`config.mk`:
```
export PLATFORM = sky130hd
export DESIGN_NAME = nand_erase_seq
export DESIGN_NICKNAME = d
export VERILOG_FILES = /design/src/rtl/nes_pkg.sv /design/src/rtl/nes_phase_timer.sv /design/src/rtl/nes_ready_watch.sv /design/src/rtl/nand_erase_seq.sv
export SDC_FILE = /design/constraint.sdc
export NUM_CORES = 1
export LEC_CHECK = 0
export ABC_AREA = 1
export BUFFER_PORTS_ARGS = -buffer_cell sky130_fd_sc_hd__buf_2
export CORE_ASPECT_RATIO = 0.6
export CORE_MARGIN = 2
export CORE_UTILIZATION = 25
export DETAILED_ROUTE_END_ITERATION = 8
export HOLD_SLACK_MARGIN = 0.06
export PLACE_DENSITY = 0.45
export SLEW_MARGIN = 20
export SYNTH_ARGS = -nofsm -noshare
export SYNTH_HDL_FRONTEND = slang
export SYNTH_SLANG_ARGS = --single-unit
```
`constraint.sdc`:
```
create_clock -name clk -period 2.6 [get_ports clk]
set_input_delay 0.13 -clock clk [delete_from_list [all_inputs] [get_ports clk]]
set_output_delay 0.13 -clock clk [all_outputs]
set_load 0.01 [all_outputs]
```
`src/rtl/nes_pkg.sv`:
```
package nes_pkg;

  typedef enum logic [2:0] {
    S_IDLE, S_WLO, S_WHI, S_TWB, S_RDY, S_TWHR, S_RLO, S_FIN
  } nes_state_e;

  localparam logic [7:0] OP_ERASE_SETUP = 8'h60;
  localparam logic [7:0] OP_ERASE_GO    = 8'hD0;
  localparam logic [7:0] OP_STATUS      = 8'h70;
  localparam logic [7:0] STAT_FAIL_MASK = 8'h01;

  // transaction slot numbers: order is the bus order
  localparam logic [2:0] SLOT_SETUP = 3'd0;
  localparam logic [2:0] SLOT_ROW0  = 3'd1;
  localparam logic [2:0] SLOT_ROW2  = 3'd3;
  localparam logic [2:0] SLOT_GO    = 3'd4;
  localparam logic [2:0] SLOT_STAT  = 3'd5;

  function automatic logic [7:0] slot_byte(input logic [2:0] slot, input logic [23:0] row);
    case (slot)
      3'd0:    return OP_ERASE_SETUP;
      3'd1:    return row[7:0];
      3'd2:    return row[15:8];
      3'd3:    return row[23:16];
      3'd4:    return OP_ERASE_GO;
      default: return OP_STATUS;
    endcase
  endfunction

  function automatic logic slot_is_addr(input logic [2:0] slot);
    return (slot >= SLOT_ROW0) && (slot <= SLOT_ROW2);
  endfunction

  function automatic logic status_failed(input logic [7:0] s);
    return |(s & STAT_FAIL_MASK);
  endfunction

  // cycles of extra wait after the write-high phase so that RE# falls
  // at least whr cycles after the WE# rise
  function automatic int unsigned whr_tail(input int unsigned whr, input int unsigned wh);
    return (whr > wh) ? (whr - wh) : 1;
  endfunction

  function automatic int unsigned max2(input int unsigned a, input int unsigned b);
    return (a > b) ? a : b;
  endfunction

endpackage

```
`src/rtl/nes_phase_timer.sv`:
```
module nes_phase_timer #(
  parameter int unsigned LW = 4
) (
  input  logic          clk,
  input  logic          rst_n,
  input  logic          load,
  input  logic [LW-1:0] len,
  output logic          expire
);
  logic [LW-1:0] cnt;

  always_ff @(posedge clk) begin
    if (!rst_n)          cnt <= '0;
    else if (load)       cnt <= len - 1'b1;
    else if (cnt != '0)  cnt <= cnt - 1'b1;
  end

  assign expire = (cnt == '0);
endmodule

```
`src/rtl/nes_ready_watch.sv`:
```
module nes_ready_watch #(
  parameter int unsigned TMO_CYC = 4096
) (
  input  logic clk,
  input  logic rst_n,
  input  logic rb_n,
  input  logic arm,
  output logic ready,
  output logic expired
);
  localparam int unsigned CW = $clog2(TMO_CYC + 1);

  logic          rb_s1, rb_s2;
  logic [CW-1:0] wait_cnt;

  always_ff @(posedge clk) begin
    if (!rst_n) begin
      rb_s1 <= 1'b1;
      rb_s2 <= 1'b1;
    end else begin
      rb_s1 <= rb_n;
      rb_s2 <= rb_s1;
    end
  end

  always_ff @(posedge clk) begin
    if (!rst_n || !arm)                     wait_cnt <= '0;
    else if (wait_cnt != CW'(TMO_CYC - 1))  wait_cnt <= wait_cnt + 1'b1;
  end

  assign ready   = rb_s2;
  assign expired = arm && !rb_s2 && (wait_cnt == CW'(TMO_CYC - 1));
endmodule

```
`src/rtl/nand_erase_seq.sv`:
```
module nand_erase_seq
  import nes_pkg::*;
#(
  parameter int unsigned T_WP    = 2,
  parameter int unsigned T_WH    = 2,
  parameter int unsigned T_WB    = 4,
  parameter int unsigned T_WHR   = 6,
  parameter int unsigned T_RP    = 2,
  parameter int unsigned TMO_CYC = 100000
) (
  input  logic        clk,
  input  logic        rst_n,
  input  logic        start,
  input  logic [23:0] row_addr,
  output logic        busy,
  output logic        done,
  output logic        fail,
  output logic        ce_n,
  output logic        cle,
  output logic        ale,
  output logic        we_n,
  output logic        re_n,
  output logic [7:0]  io_out,
  output logic        io_oe,
  input  logic [7:0]  io_in,
  input  logic        rb_n
);
  localparam int unsigned WHR_EXTRA = whr_tail(T_WHR, T_WH);
  localparam int unsigned LEN_MAX   = max2(max2(max2(T_WP, T_WH), max2(T_WB, T_RP)), WHR_EXTRA);
  localparam int unsigned LW        = $clog2(LEN_MAX + 1);

  nes_state_e    state, st_nx;
  logic [2:0]    slot;
  logic [23:0]   row_q;
  logic          fail_q;
  logic          t_exp, t_load;
  logic [LW-1:0] t_len;
  logic          rdy, tmo;

  // named events, used by the bound checker
  logic ev_accept, ev_stat_sample, ev_tmo;
  assign ev_accept      = (state == S_IDLE) && start;
  assign ev_stat_sample = (state == S_RLO) && t_exp;
  assign ev_tmo         = tmo;

  always_comb begin
    st_nx = state;
    unique case (state)
      S_IDLE: if (start) st_nx = S_WLO;
      S_WLO:  if (t_exp) st_nx = S_WHI;
      S_WHI:  if (t_exp) begin
                if (slot == SLOT_GO)        st_nx = S_TWB;
                else if (slot == SLOT_STAT) st_nx = S_TWHR;
                else                        st_nx = S_WLO;
              end
      S_TWB:  if (t_exp) st_nx = S_RDY;
      S_RDY:  if (rdy) st_nx = S_WLO;
              else if (tmo) st_nx = S_FIN;
      S_TWHR: if (t_exp) st_nx = S_RLO;
      S_RLO:  if (t_exp) st_nx = S_FIN;
      S_FIN:  st_nx = S_IDLE;
      default: st_nx = S_IDLE;
    endcase
  end

  always_comb begin
    unique case (st_nx)
      S_WLO:   t_len = LW'(T_WP);
      S_WHI:   t_len = LW'(T_WH);
      S_TWB:   t_len = LW'(T_WB);
      S_TWHR:  t_len = LW'(WHR_EXTRA);
      S_RLO:   t_len = LW'(T_RP);
      default: t_len = LW'(1);
    endcase
  end

  assign t_load = (st_nx != state);

  nes_phase_timer #(.LW(LW)) u_timer (
    .clk(clk), .rst_n(rst_n), .load(t_load), .len(t_len), .expire(t_exp)
  );

  nes_ready_watch #(.TMO_CYC(TMO_CYC)) u_rdy (
    .clk(clk), .rst_n(rst_n), .rb_n(rb_n), .arm(state == S_RDY),
    .ready(rdy), .expired(tmo)
  );

  always_ff @(posedge clk) begin
    if (!rst_n) begin
      state  <= S_IDLE;
      slot   <= SLOT_SETUP;
      row_q  <= '0;
      fail_q <= 1'b0;
    end else begin
      state <= st_nx;
      if (ev_accept) begin
        slot   <= SLOT_SETUP;
        row_q  <= row_addr;
        fail_q <= 1'b0;
      end else if (state == S_WHI && t_exp && slot < SLOT_GO) begin
        slot <= slot + 1'b1;
      end else if (state == S_RDY && rdy) begin
        slot <= SLOT_STAT;
      end
      if (ev_stat_sample) fail_q <= status_failed(io_in);
      if (ev_tmo)         fail_q <= 1'b1;
    end
  end

  assign io_oe  = (state == S_WLO) || (state == S_WHI);
  assign cle    = io_oe && !slot_is_addr(slot);
  assign ale    = io_oe && slot_is_addr(slot);
  assign io_out = slot_byte(slot, row_q);
  assign we_n   = (state != S_WLO);
  assign re_n   = (state != S_RLO);
  assign ce_n   = (state == S_IDLE) || (state == S_FIN);
  assign busy   = (state != S_IDLE);
  assign done   = (state == S_FIN);
  assign fail   = fail_q;
endmodule

```
# Word-level counts from Yosys, hierarchy flattened
# Index checks and enable logic that the tools add are counted.
# op_classes
n_lt_le_gt_ge	3
eq_ne	22
mux	20
bitwise_logic	1
n_addsub	4
n_reduce_logical	28
# op_table
cell	count
two-way mux 3 bit	14
one-hot mux 8 bit (5 select lines)	1
equality test 3 bit, second input constant	8
one-hot mux 3 bit (8 select lines)	1
equality test 3 x 2 -> 1 bit, second input constant	6
adder 17 x 1 -> 17 bit, second input constant	1
equality test 17 bit, second input constant	1
!= test 17 bit, second input constant	1
logical AND 1 bit	10
equality test 3 x 1 -> 1 bit, second input constant	3
zero test 3 bit	3
nonzero test 3 bit	3
one-hot mux 3 bit (2 select lines)	1
subtractor 3 x 1 -> 3 bit, second input constant	2
zero test 1 bit	4
nonzero test 2 bit	2
OR reduction 2 bit	2
adder 3 x 1 -> 3 bit, second input constant	1
>= comparator 3 x 1 -> 1 bit, second input constant	1
less-or-equal comparator 3 x 2 -> 1 bit, second input constant	1
logical OR 1 bit	3
< comparator 3 bit, second input constant	1
two-way mux 1 bit	3
!= test 3 x 1 -> 1 bit, second input constant	1
other kinds (4)	4
# word_totals
output_inout_bits	17
reg_bits	53
word_cells	86

# Depth between registers and ports, before layout
# Gate-level depths: netlist of run 1.
# logic_depth
depth_word	11
ltp_mapped	17
mapped_depth_nobuf	17

# Cells and area by module
# Synthesis of run 1 repeated with hierarchy kept, for this count alone.
# hier_totals
cells_unflattened	422
area_unflattened_um2	2855.2
# modules_own_cells
mod	seq_area_each_um2	instances	area_per_inst_um2	cells_per_inst
nand_erase_seq	620.6	1	1656.6	240
nes_ready_watch	380.4	1	1033.5	158
nes_phase_timer	60.1	1	165.2	24

# Worst setup path after synthesis of run 1
# No wires, ideal clock.
# synth_timing
path_type	register to register
startpoint	reg slot[0]
endpoint	reg u_timer.cnt[2]
stages_incl_launch_ff	17
setup_slack_ns	0.671
arrival_ns	1.860
period_less_slack_ns	1.929
setup_ns	0.070
cell_sequence	dfxtp_1 -> inv_1 -> ha_1 -> nand3_1 -> nand3_1 -> nand2_1 -> nand2_1 -> nor2_1 -> nand2_1 -> clkinv_1 -> nand3_1 -> a21oi_2 -> nor2_2 -> inv_1 -> ha_1 -> nand3_1 -> a21oi_1
# synth_between
elab_chain_len	10
# synth_lines
element	line_no	source
from (decl)	nand_erase_seq.sv:33	logic [2:0] slot;
from (signal assigned)	nand_erase_seq.sv:101	slot <= slot + 1'b1;
equality test 3 bit	nand_erase_seq.sv:53	else if (slot == SLOT_STAT) st_nx = S_TWHR;
two-way mux 3 bit	nand_erase_seq.sv:53	
two-way mux 3 bit (*)	nand_erase_seq.sv:52	if (slot == SLOT_GO) st_nx = S_TWB;
two-way mux 3 bit (*)	nand_erase_seq.sv:51	S_WHI: if (t_exp) begin
one-hot mux 3 bit (8 select lines) (*)	nand_erase_seq.sv:48	unique case (state)
equality test 3 bit, or another cell as far along	nand_erase_seq.sv:67	unique case (st_nx)
OR reduction 3 bit (no source line) or OR reduction 2 bit (tied branches)	-	
one-hot mux 3 bit (2 select lines)	nand_erase_seq.sv:67	
subtractor 3 x 1 -> 3 bit	nes_phase_timer.sv:14	else if (load) cnt <= len - 1'b1;
two-way mux 3 bit	nes_phase_timer.sv:14	
to (signal assigned)	nes_phase_timer.sv:14	
to (signal assigned)	nes_phase_timer.sv:15	else if (cnt != '0) cnt <= cnt - 1'b1;
to (decl)	nes_phase_timer.sv:10	logic [LW-1:0] cnt;
# Every way passes the cells marked *; elsewhere a longest branch is shown, timed or not.
# A chain may end at the register's enable or synchronous reset.

# Worst setup path after layout of run 1
# Same ends and word-level chain as after synthesis.

==> results.toml, run 1 <==
[status]
status = "finished clean"

[synth]
ys_seq_elements = 53
avgSynthCellArea_um2 = 6.90
synth_ff_type = "dfxtp_1"
ys.warnings.count = 0
synth_top_area_frac = 0.391
synth_area_leaders = "dfxtp_1, a21oi_1, nand2_1, inv_1, o21ai_0"
synthesis.instances = 393
synth-async-reset-ratio = 0
synth_seq_area_share = 0.391
synth_area_um2 = 2710
synth.largest_area_cell = "dfxtp_1"
synth_edf_count = 0
ys_types = 38
synth.net_count = 436

[worst_setup_path]
reg2reg_to = "u_timer.cnt[2]"
reg2reg_from = "slot[0]"
reg2reg_depth = 16
cp.arrival_ns = 2.48
cp_max_fo = 6
crit_start = "slot[0]"
crit_type = "reg -> reg"
worstPathRequired_ns = 2.82
cp-endpoint = "u_timer.cnt[2]"
cp-end-kind = "register"
cp-start-kind = "register"
r2r_slack_ns = 0.34

[power_and_ir_drop]
clkPwrFrac = 0.289
ir_drop_mv = 0.291
power.leakage_nw = 1.32
combPwrFrac = 0.295
power_switching_uw = 806
seqPwrFrac = 0.417
power_density_nw_per_um2 = 713
sw_frac_of_total = 0.348
p_int_mw = 1.51

[min_path]
hold_path_class = "in -> reg"
min-delay-start = "row_addr[12]"

[global_route]
grt-ovfl-total = 0
grt_pass1_wl_mm = 11.7
grt_pass1_vias = 2371
grt_usage = 0.124
antenna_found_initial = 0
grt_start_max_net_pins = 51

[floorplanning]
initial_core_util = 0.257
pin_count = 53
die_y_um = 84.7
die-area_um2 = 11700
die_x_um = 138
coreArea_um2 = 10600
std_cell_rows = 29

[clock_network]
cts_buffers = 5
cts_tree = "built"
clockRootBuffer = "clkbuf_16"
cts_resized = 0
clkLatencyLatePin_ns = 0.29
clock-sinks = 53
ctsHtreeMaxLevel = 2
clockBufferDepth = 2
path_clk_slew_ns = 0.07

[cells_and_area]
drive_gt1_frac = 0.186
fillCellCount = 1170
final_cell_mix = "nand2_1, inv_1, dfxtp_1, a21oi_1, buf_2"
instances_no_fill = 579
antennaDiodeCount = 0
areaGrowthSynthToFinish_pct = 19.9
nNetsFinal = 482
final_area_um2 = 3250
layout.cells.most_common = "nand2_1"

[timing]
slew_viol_final = 0
fin_skew_ns = 0.00450
fin_crit_sh = 0.869
rsz0062_at_grt = "false"
hold_ws_ns = 0.115
worst_slew_pin_slew_ns = 0.424
relSlewSlack = 0.717
fmax_mhz = 443
tns_ns = 0
setup_viol = 0
hold_viol = 0
fin_crit_ns = 2.26

[placement]
port_buffers = 45
place_inst = 570
routabilityCongestion = 0.814
placed_area_um2 = 3100
dp_hpwl_mm = 5.25

[routing]
ant_nets = 0
drc = 0
dr.pass1.iters = 4
wl_per_cell_um = 11.8
vias_per_cell = 4.44
vias = 2570
drtIter0Drc = 149
wl_mm = 6.81

[job]
cap_violations = 0
## synth_stat cells, drive strengths merged, types with 3 or more instances
| master | instances |
|---|---|
| o221ai | 4 |
| nand4 | 7 |
| or2 | 5 |
| nor3 | 7 |
| ha | 7 |
| nand2 | 70 |
| nor2 | 36 |
| buf | 3 |
| inv | 65 |
| a21oi | 50 |
| dfxtp | 53 |
| clkbuf | 7 |
| nand3 | 22 |
| clkinv | 3 |
| o21ai | 39 |
## power groups by stage
stage	logic, mW	clock network, mW	registers, mW
2_1_floorplan	0.514	0	0.970
3_3_place_gp	0.681	0	0.983
3_5_place_dp	0.687	0	0.984
4_1_cts	0.691	0.699	0.965
5_1_grt	0.797	0.731	0.981
6_report	0.682	0.668	0.965
## how the worst min path moves through the flow
stage                   to  slack (ns)  depth (start not counted)
2_1_floorplan  u_rdy.rb_s1        0.24                          1
3_5_place_dp   u_rdy.rb_s1        0.36                          2
5_1_grt          row_q[17]        0.10                          3
6_report         row_q[12]        0.11                          3
3_3_place_gp   u_rdy.rb_s1        0.37                          2
4_1_cts          row_q[17]        0.11                          3
## metrics by stage
stage / total power, mW / util / setup slack (ns)
after floorplan: 1.48 / - / 0.671
after global placement: 1.66 / 0.293 / 0.442
after detailed placement: 1.67 / 0.293 / 0.391
after CTS: 2.36 / 0.308 / 0.352
after global routing: 2.51 / 0.308 / 0.0556
final: 2.32 / 0.308 / 0.340
## state kept, by name, summed over array words and instances (netlist names)
name / count
state: 3
u_rdy.rb_s1: 1
u_rdy.wait_cnt: 17
row_q: 24
slot: 3
fail: 1
u_timer.cnt: 3
u_rdy.ready: 1
## final cells by class
cell class	count	area [µm²]	share of cell area
multi-input combinational	262	1360	0.418
sequential	53	1060	0.326
timing repair buffer	49	258	0.0793
inverter	68	255	0.0785
tap	139	174	0.0535
clock buffer	6	129	0.0396
clock inverter	2	13.8	0.00423
## routing by layer
| metal | routed length, µm | GRT usage | vias to the layer above |
|---|---|---|---|
| met5 | 0 | 0 | - |
| met4 | 97 | 0.0390 | 0 |
| met3 | 219 | 0.0285 | 8 |
| met2 | 2590 | 0.168 | 32 |
| met1 | 3910 | 0.191 | 1144 |
| li1 | - | - | 1386 |
## worst max-delay path, cell delays in order, from the launching register on
cell and delay (ns):
dfxtp_1 0.39, inv_1 0.14, ha_1 0.29, nand3_1 0.12
nand3_1 0.07, nand2_1 0.06, nand2_1 0.07, nor2_1 0.12
nand2_1 0.09, clkinv_1 0.07, nand3_1 0.08, a21oi_2 0.19
nor2_2 0.06, inv_1 0.05, ha_1 0.15, nand3_1 0.08
a21oi_1 0.15
## cell families after synthesis
family,share of synthesized area
simple gates,0.259
compound gates,0.205
buf+inv,0.109
flops,0.391
fa+ha+maj,0.0323
xor+xnor,0.00323
## timing repair
action / CTS / global route
buffers inserted: 0 / 0
hold endpoints to repair: 1 / 0
hold buffers: 1 / 0
Power figures use the tool's default switching activity.
==> inputs of run 2 (changes only) <==
--- a/config.mk
+++ b/config.mk
@@ -9,10 +9,10 @@
 export BUFFER_PORTS_ARGS = -buffer_cell sky130_fd_sc_hd__buf_2
 export CORE_ASPECT_RATIO = 0.6
 export CORE_MARGIN = 2
-export CORE_UTILIZATION = 25
+export CORE_UTILIZATION = 55
 export DETAILED_ROUTE_END_ITERATION = 8
 export HOLD_SLACK_MARGIN = 0.06
-export PLACE_DENSITY = 0.45
+export PLACE_DENSITY = 0.77
 export SLEW_MARGIN = 20
 export SYNTH_ARGS = -nofsm -noshare
 export SYNTH_HDL_FRONTEND = slang
==> run 2 against run 1 <==
- clock power fell by 26%
- power fell by 7.8%
- largest cell class unchanged
- clock skew is 0.0024 ns higher
==> results.toml, run 2 (same netlist as run 1, synthesis figures left out) <==
[worst_setup_path]
cp.arrival_ns = 2.42
cp_max_fo = 4
worstPathRequired_ns = 2.85
critPathSlowestCell = "dfxtp_1"
crit_type = "reg -> reg"
cp-start-kind = "register"
crit_chain = "ha_1 -> nand3_1 -> nor2_1 -> nand4_1 -> nand3_2 -> nand2_1 -> nand2_2 -> o21ai_1 -> nor2_2 -> inv_1 -> ha_1 -> inv_1 -> nand2_1 -> a21oi_1"
cp-end-kind = "register"
cp_slowest_stage_delay_ns = 0.39

[power_and_ir_drop]
power_density_nw_per_um2 = 692
combPwrFrac = 0.315
ir_drop_mv = 0.380
power.leakage_nw = 1.28
clkPwrFrac = 0.231
sw_frac_of_total = 0.371
p_int_mw = 1.34
power_switching_uw = 792
seqPwrFrac = 0.454

[routing]
vias = 2615
wl_met2_mm = 2.54
drtIter0Drc = 125
wl_met3_um = 446
highest_layer = "met4"
ant_nets = 0
drc = 0
wl_per_cell_um = 12.5
dr.pass1.iters = 5
wl_met1_mm = 3.23
vias_per_cell = 5.22
wl_mm = 6.25

[cells_and_area]
final_cell_mix = "nand2_1, inv_1, dfxtp_1, a21oi_1, buf_2"
areaGrowthSynthToFinish_pct = 13.8
multi_input_area_um2 = 1360
drive_gt1_frac = 0.183
nNetsFinal = 480
layout.cells.most_common = "nand2_1"
regArea_um2 = 1060
fillCellCount = 429
antennaDiodeCount = 0
regMostFlops = "row_q"
largest_register_ffs = 24
largest_registers = "row_q x24, u_rdy.wait_cnt x17"

[clock_network]
cts_buffers = 5
clockRootBuffer = "clkbuf_8"
clkLatencyLatePin_ns = 0.31
cts_tree = "built"
path_clk_slew_ns = 0.11
cts_hold_buf = 1
clock-sinks = 53
cts_setup_buffers = 0
ctsHtreeMaxLevel = 2
clockBufferDepth = 2
cts_resized = 0

[floorplanning]
die_x_um = 94.6
die-area_um2 = 5530
die_y_um = 58.4
std_cell_rows = 19
initial_core_util = 0.582
pin_count = 53
coreArea_um2 = 4660

[min_path]
hold_path_class = "in -> reg"

[global_route]
grt_pass1_vias = 2209
grt_usage = 0.229
antenna_found_initial = 0
grt_pass1_wl_mm = 10.0
grt-ovfl-total = 0
grt_start_max_net_pins = 51

[placement]
port_buffers = 45
routabilityCongestion = 0.838
dp_hpwl_mm = 4.77

[timing]
slew_viol_final = 0
hold_ws_ns = 0.0882
tns_ns = 0
rsz0062_at_grt = "false"
hold_viol = 0
fin_crit_ns = 2.18
fin_skew_ns = 0.00693
worst_slew_pin_slew_ns = 0.617
relSlewSlack = 0.587
fmax_mhz = 460
fin_crit_sh = 0.837
setup_viol = 0

[status]
status = "finished clean"

[job]
cap_violations = 0
[run 2: cell types whose count changed in the layout (fill, tap and decap cells not counted), sizes merged]
cell | before | now
clkinvlp | 0 | 1
buf | 48 | 46
clkbuf | 6 | 5
[run 2: final cells by class]
class / instances / share of cell area
Multi-Input combinational cell: 262 / 0.439
Sequential cell: 53 / 0.344
Inverter: 68 / 0.0827
Timing Repair Buffer: 47 / 0.0786
Tap cell: 63 / 0.0255
Clock buffer: 5 / 0.0223
Clock inverter: 3 / 0.00811
[run 2: power groups by stage]
| stage | sequential, mW | combinational (mW) | clock [mW] |
|---|---|---|---|
| finish | 0.969 | 0.673 | 0.494 |
| global route | 0.977 | 0.771 | 0.536 |
| CTS | 0.968 | 0.677 | 0.502 |
| detailed placement | 0.986 | 0.671 | 0 |
| global placement | 0.984 | 0.646 | 0 |
| floorplan | 0.970 | 0.514 | 0 |
[run 2: metal layers]
metal  vias up  track usage
li1       1370            -
met1      1163        0.353
met2        77        0.335
met3         5       0.0423
met4         0       0.0435
met5         -            0
[run 2: worst paths after layout]
path	start	end	slack, ns	cells after the start
setup / recovery	u_rdy.wait_cnt[0]	u_timer.cnt[2]	0.42	14
hold / removal	row_addr[7]	row_q[7]	0.09	3
setup reg to reg	u_rdy.wait_cnt[0]	u_timer.cnt[2]	0.42	14
hold reg to reg	u_rdy.rb_s1	u_rdy.ready	0.43	1
[run 2: critical path, delay by kind of cell, from the launching register on]
family / cells / cell delay, ns
buf+inv: 2 / 0.10
fa+ha+maj: 2 / 0.46
simple gates: 8 / 0.99
flops: 1 / 0.39
compound gates: 2 / 0.18
[run 2: per-stage QoR]
step,power [mW],std cells,util,instance area [µm²],setup slack [ns]
detailed placement,1.66,492,0.640,2980,0.442
floorplan,1.48,393,-,2710,0.671
global placement,1.63,492,0.640,2980,0.516
CTS,2.15,501,0.662,3090,0.429
finish,2.14,501,0.662,3090,0.424
global route,2.28,501,0.662,3090,0.139
